==> src/rtl/acc_gate_pkg.sv <==
`timescale 1ns/1ps
package acc_gate_pkg;
  typedef enum logic [1:0] {
    RGN_NONE  = 2'd0,
    RGN_TGT   = 2'd1,
    RGN_WPERM = 2'd2,
    RGN_RPERM = 2'd3
  } region_e;
endpackage

==> src/rtl/acc_gate_decode.sv <==
`timescale 1ns/1ps
module acc_gate_decode
  import acc_gate_pkg::*;
#(
  parameter int unsigned ADDR_W    = 12,
  parameter int unsigned NUM_TGT   = 8,
  parameter int unsigned IDX_W     = 3,
  parameter logic [ADDR_W-1:0] WPERM_OFS = 12'h800,
  parameter logic [ADDR_W-1:0] RPERM_OFS = 12'h804
) (
  input  logic [ADDR_W-1:0] addr_i,
  output region_e           region_o,
  output logic [IDX_W-1:0]  idx_o
);
  localparam logic [ADDR_W-1:0] TGT_SPAN = ADDR_W'(NUM_TGT * 4);

  always_comb begin
    region_o = RGN_NONE;
    idx_o    = addr_i[IDX_W+1:2];
    if (addr_i[1:0] == 2'b00) begin
      if (addr_i == WPERM_OFS)      region_o = RGN_WPERM;
      else if (addr_i == RPERM_OFS) region_o = RGN_RPERM;
      else if (addr_i < TGT_SPAN)   region_o = RGN_TGT;
    end
  end
endmodule

==> src/rtl/acc_gate_perm.sv <==
`timescale 1ns/1ps
module acc_gate_perm #(
  parameter int unsigned W = 8
) (
  input  logic         clk_i,
  input  logic         rst_ni,
  input  logic         clr_en_i,
  input  logic [W-1:0] clr_data_i,
  output logic [W-1:0] bits_o
);
  logic [W-1:0] bits_q;
  logic         past_ok_q;

  // only system reset can raise a bit
  always_ff @(posedge clk_i or negedge rst_ni) begin
    if (!rst_ni)       bits_q <= '1;
    else if (clr_en_i) bits_q <= bits_q & clr_data_i;
  end

  always_ff @(posedge clk_i or negedge rst_ni) begin
    if (!rst_ni) past_ok_q <= 1'b0;
    else         past_ok_q <= 1'b1;
  end

  assign bits_o = bits_q;

  p_no_set_r3: assert property (@(posedge clk_i) disable iff (!rst_ni)
    past_ok_q |-> ((bits_o & ~$past(bits_o)) == '0));

  p_clear_r2: assert property (@(posedge clk_i) disable iff (!rst_ni)
    clr_en_i |=> ((bits_o & ~$past(clr_data_i)) == '0));
endmodule

==> src/rtl/acc_gate_rmux.sv <==
`timescale 1ns/1ps
module acc_gate_rmux
  import acc_gate_pkg::*;
#(
  parameter int unsigned DATA_W  = 32,
  parameter int unsigned NUM_TGT = 8,
  parameter int unsigned IDX_W   = 3
) (
  input  logic                      rd_req_i,
  input  region_e                   region_i,
  input  logic [IDX_W-1:0]          idx_i,
  input  logic [NUM_TGT-1:0]        wperm_i,
  input  logic [NUM_TGT-1:0]        rperm_i,
  input  logic [NUM_TGT*DATA_W-1:0] tgt_rdata_i,
  output logic [DATA_W-1:0]         rdata_o
);
  always_comb begin
    rdata_o = '0;
    if (rd_req_i) begin
      unique case (region_i)
        RGN_WPERM: rdata_o = DATA_W'(wperm_i);
        RGN_RPERM: rdata_o = DATA_W'(rperm_i);
        RGN_TGT:   if (rperm_i[idx_i]) rdata_o = tgt_rdata_i[idx_i*DATA_W +: DATA_W];
        default:   rdata_o = '0;
      endcase
    end
  end
endmodule

==> src/rtl/acc_gate.sv <==
`timescale 1ns/1ps
module acc_gate
  import acc_gate_pkg::*;
#(
  parameter int unsigned DATA_W  = 32,
  parameter int unsigned ADDR_W  = 12,
  parameter int unsigned NUM_TGT = 8,
  parameter logic [ADDR_W-1:0] WPERM_OFS = 12'h800,
  parameter logic [ADDR_W-1:0] RPERM_OFS = 12'h804
) (
  input  logic                      clk_i,
  input  logic                      rst_ni,
  input  logic                      req_i,
  input  logic                      we_i,
  input  logic [ADDR_W-1:0]         addr_i,
  input  logic [DATA_W-1:0]         wdata_i,
  output logic [DATA_W-1:0]         rdata_o,
  output logic [NUM_TGT-1:0]        tgt_we_o,
  output logic [NUM_TGT-1:0]        tgt_re_o,
  output logic [DATA_W-1:0]         tgt_wdata_o,
  input  logic [NUM_TGT*DATA_W-1:0] tgt_rdata_i
);
  localparam int unsigned IDX_W = (NUM_TGT > 1) ? $clog2(NUM_TGT) : 1;
  localparam int unsigned NUM_PERM = 2; // 0: write, 1: read

  region_e            region;
  logic [IDX_W-1:0]   idx;
  logic [NUM_TGT-1:0] perm [NUM_PERM];
  logic [NUM_TGT-1:0] wperm, rperm;

  acc_gate_decode #(
    .ADDR_W(ADDR_W), .NUM_TGT(NUM_TGT), .IDX_W(IDX_W),
    .WPERM_OFS(WPERM_OFS), .RPERM_OFS(RPERM_OFS)
  ) u_decode (
    .addr_i  (addr_i),
    .region_o(region),
    .idx_o   (idx)
  );

  for (genvar g = 0; g < NUM_PERM; g++) begin : g_perm
    localparam region_e MY_RGN = (g == 0) ? RGN_WPERM : RGN_RPERM;
    logic clr_en;
    assign clr_en = req_i && we_i && (region == MY_RGN);
    acc_gate_perm #(.W(NUM_TGT)) u_perm (
      .clk_i     (clk_i),
      .rst_ni    (rst_ni),
      .clr_en_i  (clr_en),
      .clr_data_i(wdata_i[NUM_TGT-1:0]),
      .bits_o    (perm[g])
    );
  end

  assign wperm = perm[0];
  assign rperm = perm[1];

  acc_gate_rmux #(.DATA_W(DATA_W), .NUM_TGT(NUM_TGT), .IDX_W(IDX_W)) u_rmux (
    .rd_req_i   (req_i && !we_i),
    .region_i   (region),
    .idx_i      (idx),
    .wperm_i    (wperm),
    .rperm_i    (rperm),
    .tgt_rdata_i(tgt_rdata_i),
    .rdata_o    (rdata_o)
  );

  always_comb begin
    tgt_we_o = '0;
    tgt_re_o = '0;
    if (req_i && region == RGN_TGT) begin
      if (we_i) tgt_we_o[idx] = wperm[idx];
      else      tgt_re_o[idx] = rperm[idx];
    end
  end

  assign tgt_wdata_o = wdata_i;

  p_we_onehot_r5: assert property (@(posedge clk_i) disable iff (!rst_ni)
    $onehot0(tgt_we_o));

  p_we_needs_write_r5: assert property (@(posedge clk_i) disable iff (!rst_ni)
    (|tgt_we_o) |-> (req_i && we_i));

  p_re_onehot_r6: assert property (@(posedge clk_i) disable iff (!rst_ni)
    $onehot0(tgt_re_o));

  p_blocked_read_zero_r7: assert property (@(posedge clk_i) disable iff (!rst_ni)
    (req_i && !we_i && region == RGN_TGT && !rperm[idx]) |-> (rdata_o == '0));

  p_upper_zero_r4: assert property (@(posedge clk_i) disable iff (!rst_ni)
    (req_i && !we_i && (region == RGN_WPERM || region == RGN_RPERM))
      |-> (rdata_o[DATA_W-1:NUM_TGT] == '0));

  p_unmapped_quiet_r10: assert property (@(posedge clk_i) disable iff (!rst_ni)
    (req_i && region == RGN_NONE)
      |-> (rdata_o == '0 && tgt_we_o == '0 && tgt_re_o == '0));
endmodule

==> config.mk <==
export PLATFORM = sky130hd
export DESIGN_NAME = acc_gate
export DESIGN_NICKNAME = d
export VERILOG_FILES = /design/src/rtl/acc_gate_pkg.sv /design/src/rtl/acc_gate_decode.sv /design/src/rtl/acc_gate_perm.sv /design/src/rtl/acc_gate_rmux.sv /design/src/rtl/acc_gate.sv
export SDC_FILE = /design/constraint.sdc
export NUM_CORES = 1
export LEC_CHECK = 0
export ABC_AREA = 1
export CAP_MARGIN = 20
export CORE_AREA = 10 10 142 144
export CTS_CLUSTER_SIZE = 30
export DETAILED_ROUTE_END_ITERATION = 7
export DIE_AREA = 0 0 152 154
export DONT_BUFFER_PORTS = 1
export SLEW_MARGIN = 20
export SYNTH_ARGS = -nofsm -noshare
export SYNTH_HDL_FRONTEND = slang
export SYNTH_SLANG_ARGS = --single-unit
==> constraint.sdc <==
create_clock -name clk_i -period 4.7 [get_ports clk_i]
set_clock_uncertainty 0.05 [all_clocks]
set_input_delay 1.41 -clock clk_i [delete_from_list [all_inputs] [get_ports clk_i]]
set_output_delay 1.41 -clock clk_i [all_outputs]
set_load 0.005 [all_outputs]
==> metrics.yaml <==
run_status:
  outcome: "finished, final reports clean"
routing:
  dr.pass1.iters: 6
  ant_nets: 0
  drt_wl_total_um: 19000
  routed_via_density: 5.36
  wl_per_cell_um: 21.7
  dr_total_vias: 4689
  initialDrtViolationCount: 509
  drc: 0
logic_synthesis:
  syn_nets: 1022
  synth-edff-count: 0
  synthTopCellsByArea: "nand2_1 (21%), o21ai_0 (14%), dfstp_2 (11%), a22oi_1 (9.6%), nor2_1 (9.3%)"
  post_synth_fa_ha_maj_area_fraction_pct: 0
  synth_top_area_cell: "nand2_1"
  ys_types: 23
  synth_top_family_by_area: "simple AND/OR/NAND/NOR gates"
  synthMuxAreaShare_pct: 0
  syn_inst: 718
  synthXorXnorAreaFrac_pct: 0
  synth_most_common_cell: "nand2_1"
  ys_ff_latch: 16
  synth.top_cell.area_share_pct: 21.3
  synth-simple-area-share_pct: 37.9
  syn_avg_cell_area_um2: 5.22
  synth_area_mm2: 0.00375
  ys.flop_type: "dfstp_2"
  async_flop_share_pct: 100
  yosys_warnings: 0
  synth_common_cells: "nand2_1 (213), o21ai_0 (105), nor2_1 (93)"
  synth_compound_area_share_pct: 30.6
  ys_seq_area_share_pct: 11.2
cts:
  clkLatencyLatePin_ns: 0.25
  cts_buffer_depth: 2
  cts.clk_slew.worst_paths_ns: 0.05
  cts-resized-gates: 0
  hold_buffers: 0
  cts.sinks: 16
  cts_root_buf: "clkbuf_16"
  postCtsSetupBuffers: 0
  htree_levels: 1
  cts_buffers: 3
  cts_tree: "built"
floorplanning:
  rows: 48
  die_w_um: 152
  io_pins: 384
  initial_utilization_pct: 21.8
  core_mm2: 0.0172
  die_area_mm2: 0.0234
  die_y_um: 154
critical_path:
  start_kind: "primary input"
  cp_num_buf_inv: 2
  cp_top_family: "simple AND/OR/NAND/NOR gates"
  crit_fanout: 39
  critPathCaptureType: "output pin"
  worstPathCellList: "inv_1 > buf_4 > nand2_1 > nand2_2 > nand3_2 > a21oi_1"
  critical_path.slowest_cell: "buf_4"
  cp.arrival_ns: 2.90
  cpPeakStageDelay_ns: 0.39
  required_ns: 3.24
  critical_path_class: "primary input to output pin"
  reg2reg_setup_slack_ns: 3.83
timing:
  final_hold_viol_count: 0
  post-route-period-util_pct: 92.7
  clock.fmax_mhz: 229
  maxSlewHeadroom_pct: 60.8
  grt_setup_unrepaired: "false"
  fin_hold_ws_ns: 0.418
  setup_violations: 0
  finalCriticalPeriod_ns: 4.36
  fin_setup_tns_ns: 0
  max_slew.worst_pin.slew_ns: 0.587
  slew_violations: 0
pwr:
  leakagePower_nw: 1.68
  vdd_drop_max_v: 0.000164
  powerDensity_mw_per_mm2: 142
grt:
  grt_pass1_vias: 4612
  grt_pass1_wl_um: 28000
  antenna_found_initial: 0
  overflow: 0
  grt_usage_pct: 14.5
  grt_max_degree: 86
cells_and_area:
  fin_nets: 955
  fill_cells: 1994
  final_util_pct: 21.6
  area_delta_synth_final_pct: -1.00
  drive_above_1_share_pct: 6.62
  multiInputGateArea_mm2: 0.00256
  final-seq-area_um2: 420
  diodes: 0
  largest_reg_flops: 16
placed_design:
  place_congestion: 0.913
  io_buffers: 0
  dpl.hpwl_um: 15800
worst_hold_path:
  hp-class: "flop to flop"
job:
  maxCapViolations: 0
stage by stage:
stage                     cell area (µm²)  std cells  total power, mW  setup slack, ns
final                                3710        875            0.526            0.342
after global routing                 3710        875            0.560            0.235
after CTS                            3710        875            0.524            0.376
after detailed placement             3620        871            0.338            0.374
after global placement               3620        871            0.338            0.411
after floorplan                      3750        718            0.334            0.743
layer usage:
metal | routed length (µm) | global-route usage (%) | vias to the layer above
li1 | - | - | 2177
met1 | 7170 | 17.0 | 2151
met2 | 9330 | 24.6 | 336
met3 | 2160 | 5.38 | 25
met4 | 347 | 2.93 | 0
met5 | 0 | 0 | -
final cells by class:
cell class	instances	share of cell area [%]
Inverter	66	6.68
Sequential cell	16	11.3
Multi-Input combinational cell	553	69.1
Timing Repair Buffer	11	2.90
Tap cell	225	7.59
Clock buffer	4	2.39
path summary, 6_finish.rpt:
path,start,to,cells past startpoint
worst max-delay path,addr_i[4],rdata_o[12],6
worst min-delay path,g_perm[0].u_perm.bits_o[7],g_perm[0].u_perm.bits_o[7],2
worst max register to register,g_perm[0].u_perm.bits_o[4],g_perm[0].u_perm.bits_o[4],1
worst min register to register,g_perm[0].u_perm.bits_o[7],g_perm[0].u_perm.bits_o[7],2
max in group asynchronous,rst_ni,g_perm[0].u_perm.bits_o[1],0
min in group asynchronous,rst_ni,g_perm[1].u_perm.bits_o[6],0
cell usage in the layout, fill, tap and decap left out:
master,Yosys,routed
nand2_1,213,213
nand3_2,4,4
inv_1,63,63
o211ai_1,1,1
a21boi_0,4,4
clkbuf_8,0,1
nor2_4,1,1
nor2_1,93,93
nor2_2,1,1
a21oi_1,38,38
a22oi_1,48,48
o22ai_1,5,5
inv_2,2,3
dfstp_2,16,16
buf_12,0,2
nand4_1,7,7
nand3_1,30,30
buf_4,36,9
nand2_2,3,3
clkbuf_16,0,3
o21ai_0,105,105
where the power goes:
part	internal (mW)	switching, mW
Combinational	0.0701	0.131
Clock	0.129	0.0561
Sequential	0.139	0.0000856
Total	0.339	0.187
cells by family after synthesis:
kind of cell           count (synthesis)
AND/OR/NAND/NOR                      352
AO/OA/AOI/OAI                        201
buffers and inverters                149
flip-flops                            16
tightest hold or removal path, stage by stage (launching register included):
cell	delay (ns)
dfstp_2	0.36
inv_1	0.06
a21oi_1	0.04
(Power assumes the default switching activity.)
